`config.mk`:
```
export PLATFORM = sky130hd
export DESIGN_NAME = pll_word_rx
export DESIGN_NICKNAME = d
export VERILOG_FILES = /design/src/rtl/pllrx_pkg.sv /design/src/rtl/pllrx_sync.sv /design/src/rtl/pllrx_framer.sv /design/src/rtl/pllrx_regbank.sv /design/src/rtl/pll_word_rx.sv
export SDC_FILE = /design/constraint.sdc
export NUM_CORES = 1
export LEC_CHECK = 0
export ABC_AREA = 0
export BUFFER_PORTS_ARGS = -buffer_cell sky130_fd_sc_hd__buf_4
export CORE_MARGIN = 3
export CORE_UTILIZATION = 60
export CTS_CLUSTER_SIZE = 20
export DETAILED_ROUTE_END_ITERATION = 10
export PLACE_DENSITY = 0.83
export SYNTH_ARGS = -nofsm -noshare
export SYNTH_HDL_FRONTEND = slang
export SYNTH_SLANG_ARGS = --single-unit
```
`constraint.sdc`:
```
create_clock -name clk -period 3.8 [get_ports clk]
set_clock_uncertainty 0.1 [all_clocks]
set_input_delay 0 -clock clk [delete_from_list [all_inputs] [get_ports clk]]
set_output_delay 0 -clock clk [all_outputs]
set_load 0.1 [all_outputs]
```
`src/rtl/pllrx_pkg.sv`:
```
package pllrx_pkg;
  parameter int WORD_W = 24;
  parameter int SEL_W  = 3;
  localparam int PAY_W = WORD_W - SEL_W;

  typedef enum logic [1:0] {
    RX_LOCKED = 2'd0,
    RX_START  = 2'd1,
    RX_DATA   = 2'd2,
    RX_STOP   = 2'd3
  } rx_state_e;

  function automatic logic [SEL_W-1:0] word_sel(input logic [WORD_W-1:0] w);
    return w[WORD_W-1 -: SEL_W];
  endfunction

  function automatic logic [PAY_W-1:0] word_payload(input logic [WORD_W-1:0] w);
    return w[PAY_W-1:0];
  endfunction

  // a data bit is valid when its rising-edge value is the inverse of the falling-edge value
  function automatic logic bit_pair_ok(input logic rise_val, input logic fall_val);
    return rise_val ^ fall_val;
  endfunction
endpackage

```
`src/rtl/pllrx_sync.sv`:
```
module pllrx_sync #(
  parameter int STAGES = 2
) (
  input  logic clk,
  input  logic rst_n,
  input  logic d,
  output logic q
);
  logic [STAGES-1:0] stage_q;

  always_ff @(posedge clk or negedge rst_n) begin
    if (!rst_n) stage_q <= '0;
    else        stage_q <= {stage_q[STAGES-2:0], d};
  end

  assign q = stage_q[STAGES-1];
endmodule

```
`src/rtl/pllrx_framer.sv`:
```
module pllrx_framer
  import pllrx_pkg::*;
#(
  parameter int UNLOCK_N = 5,
  localparam int HW = $clog2(UNLOCK_N + 1),
  localparam int BW = $clog2(WORD_W)
) (
  input  logic              clk,
  input  logic              rst_n,
  input  logic              rise,
  input  logic              fall,
  input  logic              dat,
  output rx_state_e         state,
  output logic [HW-1:0]     hi_cnt,
  output logic [BW-1:0]     bit_cnt,
  output logic [WORD_W-1:0] word,
  output logic              word_done,
  output logic              frame_err
);
  localparam logic [HW-1:0] UNLOCK_L = HW'(UNLOCK_N);
  localparam logic [BW-1:0] LAST_BIT = BW'(WORD_W - 1);

  logic fall_val;

  always_ff @(posedge clk or negedge rst_n) begin
    if (!rst_n) begin
      state     <= RX_LOCKED;
      hi_cnt    <= '0;
      bit_cnt   <= '0;
      word      <= '0;
      fall_val  <= 1'b0;
      word_done <= 1'b0;
      frame_err <= 1'b0;
    end else begin
      word_done <= 1'b0;
      frame_err <= 1'b0;
      if (fall) fall_val <= dat;
      if (rise) begin
        unique case (state)
          RX_LOCKED: begin
            if (dat) begin
              if (hi_cnt != UNLOCK_L) hi_cnt <= hi_cnt + 1'b1;
            end else begin
              if (hi_cnt >= UNLOCK_L) state <= RX_START;
              hi_cnt <= '0;
            end
          end
          RX_START: begin
            if (!dat) begin
              state   <= RX_DATA;
              bit_cnt <= '0;
            end else begin
              state     <= RX_LOCKED;
              frame_err <= 1'b1;
            end
          end
          RX_DATA: begin
            if (bit_pair_ok(dat, fall_val)) begin
              word    <= {dat, word[WORD_W-1:1]};
              bit_cnt <= bit_cnt + 1'b1;
              if (bit_cnt == LAST_BIT) state <= RX_STOP;
            end else begin
              state     <= RX_LOCKED;
              word      <= '0;
              frame_err <= 1'b1;
            end
          end
          RX_STOP: begin
            state <= RX_LOCKED;
            if (dat) word_done <= 1'b1;
            else begin
              word      <= '0;
              frame_err <= 1'b1;
            end
          end
          default: state <= RX_LOCKED;
        endcase
      end
    end
  end
endmodule

```
`src/rtl/pllrx_regbank.sv`:
```
module pllrx_regbank
  import pllrx_pkg::*;
#(
  parameter int NREG = 4
) (
  input  logic                  clk,
  input  logic                  rst_n,
  input  logic                  word_done,
  input  logic [WORD_W-1:0]     word,
  output logic [NREG*PAY_W-1:0] regs,
  output logic                  load_valid
);
  localparam logic [SEL_W:0] NREG_L = (SEL_W+1)'(NREG);

  logic [SEL_W-1:0] sel;
  logic             sel_ok;

  assign sel    = word_sel(word);
  assign sel_ok = {1'b0, sel} < NREG_L;

  always_ff @(posedge clk or negedge rst_n) begin
    if (!rst_n) load_valid <= 1'b0;
    else        load_valid <= word_done && sel_ok;
  end

  for (genvar k = 0; k < NREG; k++) begin : g_reg
    always_ff @(posedge clk or negedge rst_n) begin
      if (!rst_n)
        regs[k*PAY_W +: PAY_W] <= '0;
      else if (word_done && sel_ok && ({1'b0, sel} == (SEL_W+1)'(k)))
        regs[k*PAY_W +: PAY_W] <= word_payload(word);
    end
  end
endmodule

```
`src/rtl/pll_word_rx.sv`:
```
module pll_word_rx
  import pllrx_pkg::*;
#(
  parameter int NREG     = 4,
  parameter int UNLOCK_N = 5,
  parameter int SYNC_N   = 2,
  localparam int HW = $clog2(UNLOCK_N + 1),
  localparam int BW = $clog2(WORD_W)
) (
  input  logic                  clk,
  input  logic                  rst_n,
  input  logic                  link_clk_i,
  input  logic                  link_dat_i,
  output logic [NREG*PAY_W-1:0] regs_o,
  output logic                  load_valid_o,
  output logic                  err_o
);
  logic [1:0]  pin_raw, pin_s;
  logic        clk_prev;
  logic        clk_rise, clk_fall, dat_s;
  rx_state_e   rx_state;
  logic [HW-1:0]     hi_cnt;
  logic [BW-1:0]     bit_cnt;
  logic [WORD_W-1:0] word;
  logic              word_done, frame_err;

  assign pin_raw = {link_dat_i, link_clk_i};

  for (genvar p = 0; p < 2; p++) begin : g_sync
    pllrx_sync #(.STAGES(SYNC_N)) u_sync (
      .clk(clk), .rst_n(rst_n), .d(pin_raw[p]), .q(pin_s[p])
    );
  end

  always_ff @(posedge clk or negedge rst_n) begin
    if (!rst_n) clk_prev <= 1'b0;
    else        clk_prev <= pin_s[0];
  end

  assign clk_rise = pin_s[0] & ~clk_prev;
  assign clk_fall = ~pin_s[0] & clk_prev;
  assign dat_s    = pin_s[1];

  pllrx_framer #(.UNLOCK_N(UNLOCK_N)) u_framer (
    .clk(clk), .rst_n(rst_n), .rise(clk_rise), .fall(clk_fall), .dat(dat_s),
    .state(rx_state), .hi_cnt(hi_cnt), .bit_cnt(bit_cnt), .word(word),
    .word_done(word_done), .frame_err(frame_err)
  );

  pllrx_regbank #(.NREG(NREG)) u_regbank (
    .clk(clk), .rst_n(rst_n), .word_done(word_done), .word(word),
    .regs(regs_o), .load_valid(load_valid_o)
  );

  assign err_o = frame_err;
endmodule

```
* Word-level counts from Yosys, hierarchy flattened
Cells that the tools add are included.
** Operators by class
- Bitwise gates (word level) :: 5
- $add $sub $neg :: 2
- Multiplexer cells :: 21
- Equal/unequal tests :: 15
- Magnitude comparators :: 2
- Reductions and logical operators :: 13
** Operators with widths (count)
- $mux W24 :: 2
- $pmux W24 S2 :: 1
- $mux W2 :: 5
- $mux W5 :: 2
- $pmux W5 S2 :: 1
- $pmux W2 S4 :: 1
- $reduce_and A4 Y1 :: 2
- $eq A3 B2 Y1 const B :: 2
- $mux W1 :: 6
- $mux W3 :: 2
- $ne A2 B1 Y1 const B :: 3
- $ne A2 B2 Y1 const B :: 3
- $ne A3 B3 Y1 const B :: 2
- $reduce_and A3 Y1 :: 2
- $add A5 B1 Y5 const B :: 1
- $eq A5 B5 Y1 const B :: 1
- $logic_and A1 B1 Y1 :: 5
- $eq A2 B2 Y1 const B :: 2
- $reduce_bool A2 Y1 :: 2
- $add A3 B1 Y3 const B :: 1
- $eq A3 B1 Y1 const B :: 1
- $ge A3 B3 Y1 const B :: 1
- $logic_not A3 Y1 :: 1
- $lt A3 B3 Y1 const B :: 1
- 6 further kinds :: 8
** Word-level totals
- Output and inout bits :: 86
- Bits in registers :: 127

* Longest topological paths before layout
Gate-level depths: netlist of the first run.
- Word-level depth :: 4
- Mapped depth :: 6
- Gate-level depth less buffers :: 5

* Hierarchy
Synthesis of the first run repeated with hierarchy kept, for this count alone.
** Unflattened totals
- Cells, all modules :: 321
- Area total of the unflattened synthesis :: 5001.0 sq um
** By module, submodules not included
- pllrx_regbank :: area each 3234.4 sq um, times used 1, cells an instance 182, sequential area each 2127.0 sq um
- pllrx_framer :: area each 1626.6 sq um, times used 1, cells an instance 132, sequential area each 925.9 sq um
- pllrx_sync :: area each 50.0 sq um, times used 2, cells an instance 2, sequential area each 50.0 sq um
- pll_word_rx :: area each 40.0 sq um, times used 1, cells an instance 3, sequential area each 25.0 sq um

* Worst setup path after synthesis of the first run
OpenSTA, ideal clock, no wires.
- Path kind :: reg-to-reg
- From :: register g_sync[1].u_sync.stage_q[1]
- To :: register u_framer.bit_cnt[3]
- Path buffers :: 0
- Cell stages (with the launch flop) :: 5
- Library setup time :: 0.079 ns
- Data required time :: 3.621 ns
- Clock period less this slack :: 1.741 ns
- Arrival time :: 1.561 ns
- Slack :: 2.059 ns
- Cell sequence :: dfrtp_1 -> ha_1 -> or3b_1 -> a211oi_2 -> mux2i_1
** Between the ends
- Longest elaborated chain between the ends :: 3
- Elaborated cells on any way between the ends :: 4
** Ends and longest elaborated chain
- start: declaration :: line pllrx_sync.sv:9 : logic [STAGES-1:0] stage_q;
- start signal: assignment :: line pllrx_sync.sv:13 : else stage_q <= {stage_q[STAGES-2:0], d};
- $xor A1 B1 Y1 :: line pllrx_pkg.sv:23 : return rise_val ^ fall_val;
- $ne A2 B1 Y1 (no line)
- $reduce_and A4 Y1 (no line) (*)
- end signal: assignment :: line pllrx_framer.sv:60 : bit_cnt <= bit_cnt + 1'b1;
- end: declaration :: line pllrx_framer.sv:15 : output logic [BW-1:0] bit_cnt,
Mark *: on every way between the ends. The rest lies on a longest branch, timed or not.
A chain may end at the register's enable or synchronous reset.

* Worst setup path after layout of the first run
- From :: register g_sync[1].u_sync.stage_q[1]
- To :: register u_framer.word[19]
** Between the ends
- Longest elaborated chain between the ends :: 3
- Elaborated cells on any way between the ends :: 5
** Ends and longest elaborated chain
- $xor A1 B1 Y1 :: line pllrx_pkg.sv:23
- $mux W24 :: line pllrx_framer.sv:58 : if (bit_pair_ok(dat, fall_val)) begin
- $pmux W24 S2 :: line pllrx_framer.sv:39 : unique case (state)
- end signal: assignment :: line pllrx_framer.sv:59 : word <= {dat, word[WORD_W-1:1]};
- end: declaration :: line pllrx_framer.sv:16 : output logic [WORD_W-1:0] word,
Several ways; a longest one is shown, not always the timed one.

==> summary.md, run 1 <==
| Metric | Value |
|---|---|
| Detailed Place HPWL | `6760 microns` |
| Worst Path Required | `4120 ps` |
| Setup slack, reg-to-reg | `1460 ps` |
| Number of synthesized register bits | `127` |
| Reg clk slew, reported paths | `60 ps` |
| GR Overflow Total | `0` |
| Post-Route WL | `11,700 microns` |
| Vias in the first global route | `3,567` |
| Xor/xnor share of the synthesized area | `0` |
| Max Cap Violations | `0` |
| Syn nets | `380` |
| Number of fill cells in the layout | `464` |
| Via count | `3,240` |
| Hold Violations, Final | `0` |
| Post-cts gate resize count | `0` |
| Delay-heaviest family, CP | `compound AO/OA/AOI/OAI gates` |
| Adder-cell share of the synthesized area | `0.00974` |
| Final Cycle Share | `0.617` |
| Largest net degree at the start of global routing | `65` |
| Clock H-tree levels | `4` |
| CTS Buffer Depth | `2` |
| Nets | `477` |
| RSZ-0062 raised after global routing | `false` |
| Placed Instances | `552` |
| Pwr/cell area | `497 nW/um^2` |
| Slew margin rel. | `0.201` |
| Latest clock arrival within the worst-skew pair | `510 ps` |
| Register area | `3180 sq um` |
| Slowest cell on crit path | `a21oi_2` |
| Finish-stage setup viols | `0` |
| Final core occ | `0.790` |
| Final Max Tran Viols | `0` |
| Ys async rst share | `1.00` |
| Layout cells sized above 1 | `0.450` |
| Vias per Instance | `5.54` |
| Top_reg_cell synth | `dfrtp_1` |
| Synth area leaders | `dfrtp_1, mux2_2, mux2i_1` |
| Distinct cell type count after synthesis | `36` |
| Period minus WS final | `2340 ps` |
| Compound-cell area share of the yosys netlist | `0.0375` |
| TNS Setup | `0 ps` |
| Effective utilization at floorplan | `0.622` |
| CTS Root Cell | `clkbuf_8` |
| Core ar. | `8260 sq um` |
| Crit. End Element | `register` |
| Diode count | `0` |
| Hold buffers post-CTS | `3` |
| Num CTS Buffers | `17` |
| Wire length per cell | `20.1 microns` |
| Post-Layout Cell Count | `585` |
| CP cell instances | `ha_1, a21oi_2, nand2_1, mux2i_1` |
| Iteration-0 DRC Markers | `195` |
| Post-synthesis mux area share | `0.239` |
| Top post-synthesis cells by count | `dfrtp_1, mux2_2, inv_1, mux2i_1, nand2_1` |
| Worst-Margin Slew | `1200 ps` |
| Die width | `98.6 microns` |
| Main combinational cell family by area after synthesis | `multiplexers` |
| EDFF count, synth | `0` |
| Area of the multi-input gates | `1720 sq um` |
| Area growth syn-to-layout | `26.9%` |
| Fmax | `426 MHz` |
| Drt pass-1 iters | `4` |
| Setup Fix Bufs, Post-CTS | `0` |
| Max stage delay on crit path | `770 ps` |
| Area share of the largest cell type after synthesis | `0.618` |
| Synth Area per Inst | `13.8 sq um` |
| Num ports | `90` |
| TritonCTS clock tree | `yes` |
| GP Congestion | `0.787` |
| Cells after Synth | `372` |
| Worst setup SP type | `register` |
| Seq/Total Area, Yosys | `0.618` |
| CP Data Arrival Time | `2660 ps` |
| Drc violations | `0` |
| Most numerous cell in the Yosys netlist | `dfrtp_1` |
| Leading area contributor after synthesis | `dfrtp_1` |
| Worst path bufs/invs | `0` |
| Status | `finished, final reports clean` |
| Synth warn | `0` |
| Die H | `98.6 microns` |
| Total global routing track utilization | `0.253` |
| DRT antenna net count | `0` |
| Kind of critical path | `register to register` |
| Leakage | `3.46 nW` |
| CP Max Fanout | `23` |
| Mapped Area | `5140 sq um` |
| Class of the worst hold path | `primary input to async pin` |
| Placement Rows | `33` |
| Die area | `9710 sq um` |
| Synth Area in Simple Gates | `0.0482` |
| # clock sinks | `127` |
| First-pass GRT wire length | `18,800 microns` |
| Port Buffers | `89` |
| Initial antenna violation count | `0` |
| Maximum VDD drop | `0.335 mV` |
[layout make-up]
type	instances	area share
clock buffers	17	0.0635
clock inverters	13	0.0328
inverters	34	0.0196
multi-input cells	192	0.264
flip-flops and latches	127	0.487
well taps	105	0.0201
repair buffers	97	0.113
[placed cells by master, fill, tap and decap left out, types with 4 or more instances in the layout]
cell,count
dfrtp_1,127
buf_4,94
mux2_2,84
inv_1,34
mux2i_1,28
nand2_1,28
clkbuf_16,16
a21oi_1,5
nand3_1,5
o21ai_0,5
bufinv_16,5
ha_1,4
[stage by stage]
| stage | cell area [sq um] | power [mW] | setup WS, ps | hold WS [ps] |
|---|---|---|---|---|
| floorplan | 5140 | 1.48 | 2060 | -396 |
| global placement | 5860 | 1.52 | 1570 | 9.55 |
| detailed placement | 5860 | 1.53 | 1530 | 11.6 |
| CTS | 6520 | 3.26 | 1460 | 17.7 |
| global route | 6520 | 3.33 | 1300 | 49.4 |
| finish | 6520 | 3.24 | 1460 | 9.88 |
[state kept, by name, summed over array words and instances, names as in the netlist]
signal,count
clk_prev,1
g_sync.u_sync.stage_q,4
u_framer.bit_cnt,5
u_framer.fall_val,1
u_framer.frame_err,1
u_framer.hi_cnt,3
u_framer.state,2
u_framer.word,24
u_framer.word_done,1
u_regbank.load_valid,1
u_regbank.regs,84
[cell families (layout without fill, tap and decap cells)]
family	count (synthesis)	after routing
adder cells (fa/ha/maj)	4	4
multiplexers	112	112
AO/OA/AOI/OAI	27	27
AND/OR/NAND/NOR	49	49
flip-flops	127	127
buffers and inverters	53	161
[worst reg2reg max path, cell delays in order (launching register included)]
cell and delay, ps:
dfrtp_1 510, ha_1 430, a21oi_2 770, nand2_1 210
mux2i_1 230
[power by group]
group	leakage (nW)	switching, mW	internal, mW
sequential	1.76	0.0219	1.37
combinational	1.40	0.0814	0.0363
clock	0.301	0.602	1.13
[layer usage]
metal | GRT usage | share of wire
met2 | 0.437 | 0.54
met4 | 0.0914 | 0.015
met1 | 0.308 | 0.39
met3 | 0.0644 | 0.048
met5 | 0 | 0
[final timing paths]
check | cells after the start | endpoint | startpoint
max in group asynchronous | 3 | u_regbank.regs[18] | rst_n
worst max register to register | 4 | u_framer.word[19] | g_sync[1].u_sync.stage_q[1]
worst min register to register | 0 | g_sync[1].u_sync.stage_q[1] | g_sync[1].u_sync.stage_q[0]
worst min-delay path | 2 | u_regbank.regs[37] | rst_n
worst max-delay path | 4 | u_framer.word[19] | g_sync[1].u_sync.stage_q[1]
min in group clk | 2 | g_sync[0].u_sync.stage_q[0] | link_clk_i
Note: power is estimated with default switching activity, not from simulation.
==> run 2, diff against run 1 <==
CORE_UTILIZATION = 55   (was 60)
PLACE_DENSITY = 0.77   (was 0.83)
clock period = 2.2 ns   (was 3.8 ns; I/O delays follow)
==> run 2 against run 1 <==
  * Clock power rose by 60%
  * Core utilization fell by 4.5 points
  * Sequential cell count unchanged
  * Global-route usage is 4.2 points lower
  * Setup slack worse by 1100 ps
  * Critical endpoint is now u_framer.bit_cnt[2]
  * Combinational power is 88% higher
==> summary.md, run 2 (synthesis results as in run 1) <==
| Metric | Value |
|---|---|
| Status | `finished, final reports clean` |
| # clock sinks | `127 (unchanged)` |
| Largest net degree at the start of global routing | `45 (-31%)` |
| Reg clk slew, reported paths | `60 ps (about the same)` |
| Initial antenna violation count | `0 (unchanged)` |
| Largest registers | `u_regbank.regs: 84 flops, u_framer.word: 24 flops, u_framer.bit_cnt: 5 flops` |
| CTS Buffer Depth | `2 (unchanged)` |
| Die area | `10,500 sq um (+8.5%)` |
| Max reg flops | `84 (unchanged)` |
| Period minus WS final | `1870 ps (-471 ps)` |
| Post-Layout Cell Count | `601 (+2.7%)` |
| Final Cycle Share | `0.852 (+0.235)` |
| Vias per Instance | `5.42 (-2.2%)` |
| CP Data Arrival Time | `2210 ps (-450 ps)` |
| Reg-to-reg startpoint | `g_sync[1].u_sync.stage_q[1]` |
| DRT antenna net count | `0 (unchanged)` |
| Worst hold stages | `2` |
| Vias in the first global route | `3,314 (-7.1%)` |
| Slew margin rel. | `0.632 (+0.431)` |
| Effective utilization at floorplan | `0.578 (-0.0443)` |
| Largest Register | `u_regbank.regs` |
| First-pass GRT wire length | `16,900 microns (-10%)` |
| Setup slack, reg-to-reg | `330 ps (-1130 ps)` |
| Worst r2r dst | `u_framer.bit_cnt[2]` |
| Max Cap Violations | `0 (unchanged)` |
| CP cell instances | `ha_1, or3b_1, a211oi_2, mux2i_1` |
| Max stage delay on crit path | `460 ps (-310 ps)` |
| Worst setup SP type | `register` |
| TritonCTS clock tree | `yes` |
| Num ports | `90 (unchanged)` |
| CP Max Fanout | `5 (-78%)` |
| TNS Setup | `0 ps (unchanged)` |
| Port Buffers | `89 (unchanged)` |
| Placement Rows | `34 (+3.0%)` |
| Commonest cells after routing, fill and taps aside | `dfrtp_1, buf_4, mux2_2` |
| Slowest cell on crit path | `or3b_1` |
| Clock H-tree levels | `4 (unchanged)` |
| RSZ-0062 raised after global routing | `false` |
| Die width | `103 microns (+4.2%)` |
| Design Area, Final | `6620 sq um (+1.5%)` |
| Maximum VDD drop | `0.567 mV (+69%)` |
| Post-Route WL | `10,400 microns (-12%)` |
| Core ar. | `8890 sq um (+7.7%)` |
| Crit. End Element | `register` |
| Hold Violations, Final | `0 (unchanged)` |
| Diode count | `0 (unchanged)` |
| Hold Crit Endpoint | `g_sync[0].u_sync.stage_q[0]` |
| Nets | `488 (+2.3%)` |
| Detailed Place HPWL | `6740 microns (-0.30%)` |
| Pwr/cell area | `813 nW/um^2 (+64%)` |
| Final Max Tran Viols | `0 (unchanged)` |
| Hold_ws | `40.8 ps (+31.0 ps)` |
| Area growth syn-to-layout | `28.8%` |
| Total global routing track utilization | `0.211 (-0.0420)` |
| Commonest non-fill, non-tap cell in the layout | `dfrtp_1` |
| Worst Path Required | `2530 ps (-1590 ps)` |
| Wire length per cell | `17.3 microns (-14%)` |
| Area post-placement | `5970 sq um (+1.9%)` |
| CTS Root Cell | `clkbuf_8` |
| Latest clock arrival within the worst-skew pair | `500 ps (about the same)` |
| Fmax | `534 MHz (+25%)` |
| Drt pass-1 iters | `4 (unchanged)` |
| Worst-Margin Slew | `551 ps (-648 ps)` |
| Drc violations | `0 (unchanged)` |
| Finish-stage setup viols | `0 (unchanged)` |
| Placed Instances | `564 (+2.2%)` |
| FF-to-FF path depth | `4 (unchanged)` |
| Num CTS Buffers | `17 (unchanged)` |
| Iteration-0 DRC Markers | `79 (-59%)` |
| Leakage | `3.50 nW (+1.3%)` |
| Layout cells sized above 1 | `0.458 (+0.00842)` |
| Hold Startpoint | `link_clk_i` |
| Number of fill cells in the layout | `540 (+16%)` |
| GP Congestion | `0.782 (-0.60%)` |
| Class of the worst hold path | `primary input to register` |
| Via count | `3,257 (+0.52%)` |
| Setup Fix Bufs, Post-CTS | `0 (unchanged)` |
| GR Overflow Total | `0 (unchanged)` |
| Die H | `103 microns (+4.2%)` |
| Kind of critical path | `register to register` |
| Post-cts gate resize count | `0 (unchanged)` |
[run 2: cell count changes in the layout (fill, tap and decap cells not counted)]
cell           change
bufinv_16          -2
inv_6              -1
buf_12             +4
buf_4              +6
clkinvlp_4         +2
dlygate4sd3_1      +1
clkbuf_1           +2
clkinv_2           +1
[run 2: final cells by class]
cell class / count / area [sq um] / area share
inverter: 34 / 128 / 0.0193
multi-input combinational: 192 / 1720 / 0.260
clock inverter: 13 / 165 / 0.0250
clock buffer: 19 / 422 / 0.0637
timing repair buffer: 108 / 871 / 0.132
tap: 108 / 135 / 0.0204
sequential: 127 / 3180 / 0.480
[run 2: worst max-delay path: cells and delay by family (launching register included)]
family / cells / cell delay [ps]
AOI/OAI and AO/OA: 1 / 300
DFF: 1 / 380
muxes: 1 / 200
and+or+nand+nor: 1 / 460
adders and majority gates: 1 / 360
[run 2: routing by layer]
layer	global-route usage	vias up	share of wire
met5	0	-	0
met1	0.275	1670	0.44
met3	0.0555	10	0.047
met4	0.0716	0	0.0095
li1	-	1501	-
met2	0.345	76	0.50
[run 2: worst max path at each step]
stage                           startpoint             endpoint  slack (ps)  cells past startpoint
5_1_grt                  u_framer.fall_val  u_framer.bit_cnt[2]         240                      5
2_1_floorplan  g_sync[1].u_sync.stage_q[1]  u_framer.bit_cnt[3]         460                      4
3_3_place_gp   g_sync[1].u_sync.stage_q[1]  u_framer.bit_cnt[2]         410                      4
4_1_cts        g_sync[1].u_sync.stage_q[1]  u_framer.bit_cnt[2]         330                      4
6_report       g_sync[1].u_sync.stage_q[1]  u_framer.bit_cnt[2]         330                      4
3_5_place_dp   g_sync[1].u_sync.stage_q[1]  u_framer.bit_cnt[2]         350                      4
[run 2: power by group]
group	switching, mW	leakage [nW]	internal [mW]
Sequential	0.0362	1.76	2.37
Combinational	0.143	1.47	0.0788
Clock	1.03	0.274	1.73
[run 2: stage by stage]
stage	setup slack (ps)	utilization	power, mW
3_5_place_dp	346	0.672	2.66
5_1_grt	239	0.744	5.55
2_1_floorplan	459	-	2.56
4_1_cts	330	0.744	5.42
6_report	326	0.744	5.38
3_3_place_gp	414	0.672	2.64
[run 2: what timing repair did]
item / in CTS / in global routing
hold buffers: 5 / 0
endpoints found under the hold margin: 129 / 0
endpoints found under the setup margin: 0 / 0
==> run 3, diff against run 2 <==
CORE_ASPECT_RATIO = 1.1   (was default)
SLEW_MARGIN = 30   (was default)
==> run 3 against run 2 <==
  * Critical path depth stayed put
  * Setup slack better by 17 ps
  * Non-clock buffer count is 2 higher
  * Core utilization is 0.42 points lower
  * Sequential power hardly changed
  * Sequential cell count stayed put
  * Clock power hardly changed
  * Hold slack better by 6.1 ps
  * Fmax is 0.94% higher
  * Largest cell class unchanged
  * Critical endpoint is now u_framer.bit_cnt[4]
  * Clock-buffer cell count is 1 lower
  * Register-to-register slack better by 20 ps
  * Power is 0.25% higher
==> summary.md, run 3 (synthesis results as in run 1) <==
| Metric | Value |
|---|---|
| Effective utilization at floorplan | `0.573 (-0.00468)` |
| Placed Instances | `572 (+1.4%)` |
| CP Max Fanout | `5 (unchanged)` |
| Largest registers | `u_regbank.regs: 84 flops, u_framer.word: 24 flops, u_framer.bit_cnt: 5 flops` |
| TNS Setup | `0 ps (unchanged)` |
| FF-to-FF path depth | `4 (unchanged)` |
| Core ar. | `8960 sq um (+0.82%)` |
| Commonest non-fill, non-tap cell in the layout | `dfrtp_1` |
| RSZ-0062 raised after global routing | `false` |
| Num CTS Buffers | `17 (unchanged)` |
| DRT antenna net count | `0 (unchanged)` |
| Kind of critical path | `register to register` |
| Reg clk slew, reported paths | `60 ps (about the same)` |
| Placement Rows | `36 (+5.9%)` |
| Via count | `3,289 (+0.98%)` |
| Hold Violations, Final | `0 (unchanged)` |
| Area of the multi-input gates | `1720 sq um (unchanged)` |
| Worst Path Required | `2530 ps (about the same)` |
| Die H | `107 microns (+4.6%)` |
| Post-Route WL | `10,800 microns (+4.3%)` |
| CTS Root Cell | `clkbuf_8` |
| Finish-stage setup viols | `0 (unchanged)` |
| Vias per Instance | `5.41 (-0.18%)` |
| Post-Layout Cell Count | `608 (+1.2%)` |
| Setup slack, reg-to-reg | `340 ps (+20 ps)` |
| Largest net degree at the start of global routing | `40 (-11%)` |
| Reg-to-reg startpoint | `g_sync[1].u_sync.stage_q[1]` |
| Total global routing track utilization | `0.221 (+0.0101)` |
| CP cell instances | `ha_1, or3b_1, a211oi_2, mux2i_1` |
| TritonCTS clock tree | `yes` |
| Delay-heaviest family, CP | `simple AND/OR/NAND/NOR gates` |
| DP Worst Slack | `336 ps (-10.1 ps)` |
| Largest Register | `u_regbank.regs` |
| Slew margin rel. | `0.597 (-0.0347)` |
| Clock H-tree levels | `4 (unchanged)` |
| Sequential Power Share | `0.446 (about the same)` |
| Layout cells sized above 1 | `0.464 (+0.00514)` |
| Commonest cells after routing, fill and taps aside | `dfrtp_1, buf_4, mux2_2` |
| Area growth syn-to-layout | `29.1%` |
| Setup crit end | `u_framer.bit_cnt[4]` |
| Worst-Margin Slew | `603 ps (+51.9 ps)` |
| Worst setup SP type | `register` |
| Max stage delay on crit path | `470 ps (about the same)` |
| Diode count | `0 (unchanged)` |
| Leakage | `3.53 nW (+0.69%)` |
| Period minus WS final | `1860 ps (-17.5 ps)` |
| Crit. path cell count | `4 (unchanged)` |
| Worst r2r dst | `u_framer.bit_cnt[4]` |
| Final core occ | `0.740 (-0.00421)` |
| Area post-placement | `5980 sq um (+0.17%)` |
| CTS Buffer Depth | `2 (unchanged)` |
| CP Data Arrival Time | `2180 ps (-30 ps)` |
| Num ports | `90 (unchanged)` |
| Worst path bufs/invs | `0 (unchanged)` |
| Drt pass-1 iters | `4 (unchanged)` |
| Final Max Tran Viols | `0 (unchanged)` |
| Drc violations | `0 (unchanged)` |
| Fmax | `539 MHz (+0.94%)` |
| Internal | `4.20 mW (+0.61%)` |
| Switching Share | `0.221 (-0.00284)` |
| Maximum VDD drop | `0.555 mV (-2.2%)` |
| Number of fill cells in the layout | `560 (+3.7%)` |
| Die area | `10,500 sq um (about the same)` |
| Max reg flops | `84 (unchanged)` |
| Port Buffers | `89 (unchanged)` |
| First-pass GRT wire length | `18,100 microns (+6.9%)` |
| Die width | `98.2 microns (-4.4%)` |
| Crit. End Element | `register` |
| Initial antenna violation count | `0 (unchanged)` |
| Worst setup path startpoint | `g_sync[1].u_sync.stage_q[1]` |
| GP Congestion | `0.798 (+2.0%)` |
| Clock power share | `0.512 (about the same)` |
| Status | `finished, final reports clean` |
| Pwr/cell area | `813 nW/um^2 (about the same)` |
| Class of the worst hold path | `primary input to register` |
| Iteration-0 DRC Markers | `159 (+100%)` |
| Design Area, Final | `6640 sq um (+0.25%)` |
| Final Cycle Share | `0.844 (-0.00793)` |
| Nets | `490 (+0.41%)` |
| Slowest cell on crit path | `or3b_1` |
| GR Overflow Total | `0 (unchanged)` |
| Hold Startpoint | `link_clk_i` |
| Vias in the first global route | `3,448 (+4.0%)` |
| Latest clock arrival within the worst-skew pair | `510 ps (about the same)` |
| Register area | `3180 sq um (unchanged)` |
| Net Switching | `1.19 mW (-1.0%)` |
| Wire length per cell | `17.8 microns (+3.1%)` |
| Max Cap Violations | `0 (unchanged)` |
| Worst hold stages | `2 (unchanged)` |
| Setup WS post-layout | `344 ps (+17.5 ps)` |
| # clock sinks | `127 (unchanged)` |
| Detailed Place HPWL | `6940 microns (+3.0%)` |
| Combinational fraction of design power | `0.042 (about the same)` |
[run 3: worst min-delay path by stage]
| stage | endpoint | slack, ps |
|---|---|---|
| 4_1_cts | g_sync[1].u_sync.stage_q[0] | 30 |
| 2_1_floorplan | clk_prev | -400 |
| 6_report | g_sync[0].u_sync.stage_q[0] | 50 |
| 5_1_grt | g_sync[0].u_sync.stage_q[0] | 20 |
| 3_5_place_dp | u_framer.word[17] | -70 |
| 3_3_place_gp | u_framer.word[17] | -80 |
[run 3: what timing repair did]
item	in CTS	in global routing
hold buffers	5	0
setup buffers	0	0
endpoints found under the hold margin	129	0
gates resized for setup	0	0
[run 3: layout make-up]
type	count	share of cell area
clock inverter	13	0.0249
inverter	34	0.0192
tap	114	0.0215
clock buffer	18	0.0645
timing repair buffer	110	0.132
multi-input combinational	192	0.259
sequential	127	0.479
[run 3: power by group through the flow]
stage                     Sequential (mW)  Combinational (mW)  Clock [mW]
after floorplan                      2.44               0.126           0
after global placement               2.44               0.205           0
after detailed placement             2.44               0.216           0
after CTS                            2.40               0.231        2.81
after global routing                 2.41               0.256        2.93
final                                2.41               0.225        2.76
[run 3: routing by layer]
layer,up-vias,global-route usage,wire length (microns)
li1,1500,-,-
met1,1695,0.272,4470
met2,88,0.380,5780
met3,6,0.0629,504
met4,0,0.0673,73
met5,-,0,0
[run 3: per-stage QoR]
stage | hold WS [ps] | power [mW]
6_report | 46.9 | 5.40
5_1_grt | 21.9 | 5.59
4_1_cts | 25.1 | 5.45
3_5_place_dp | -69.6 | 2.66
3_3_place_gp | -75.2 | 2.65
2_1_floorplan | -396 | 2.56
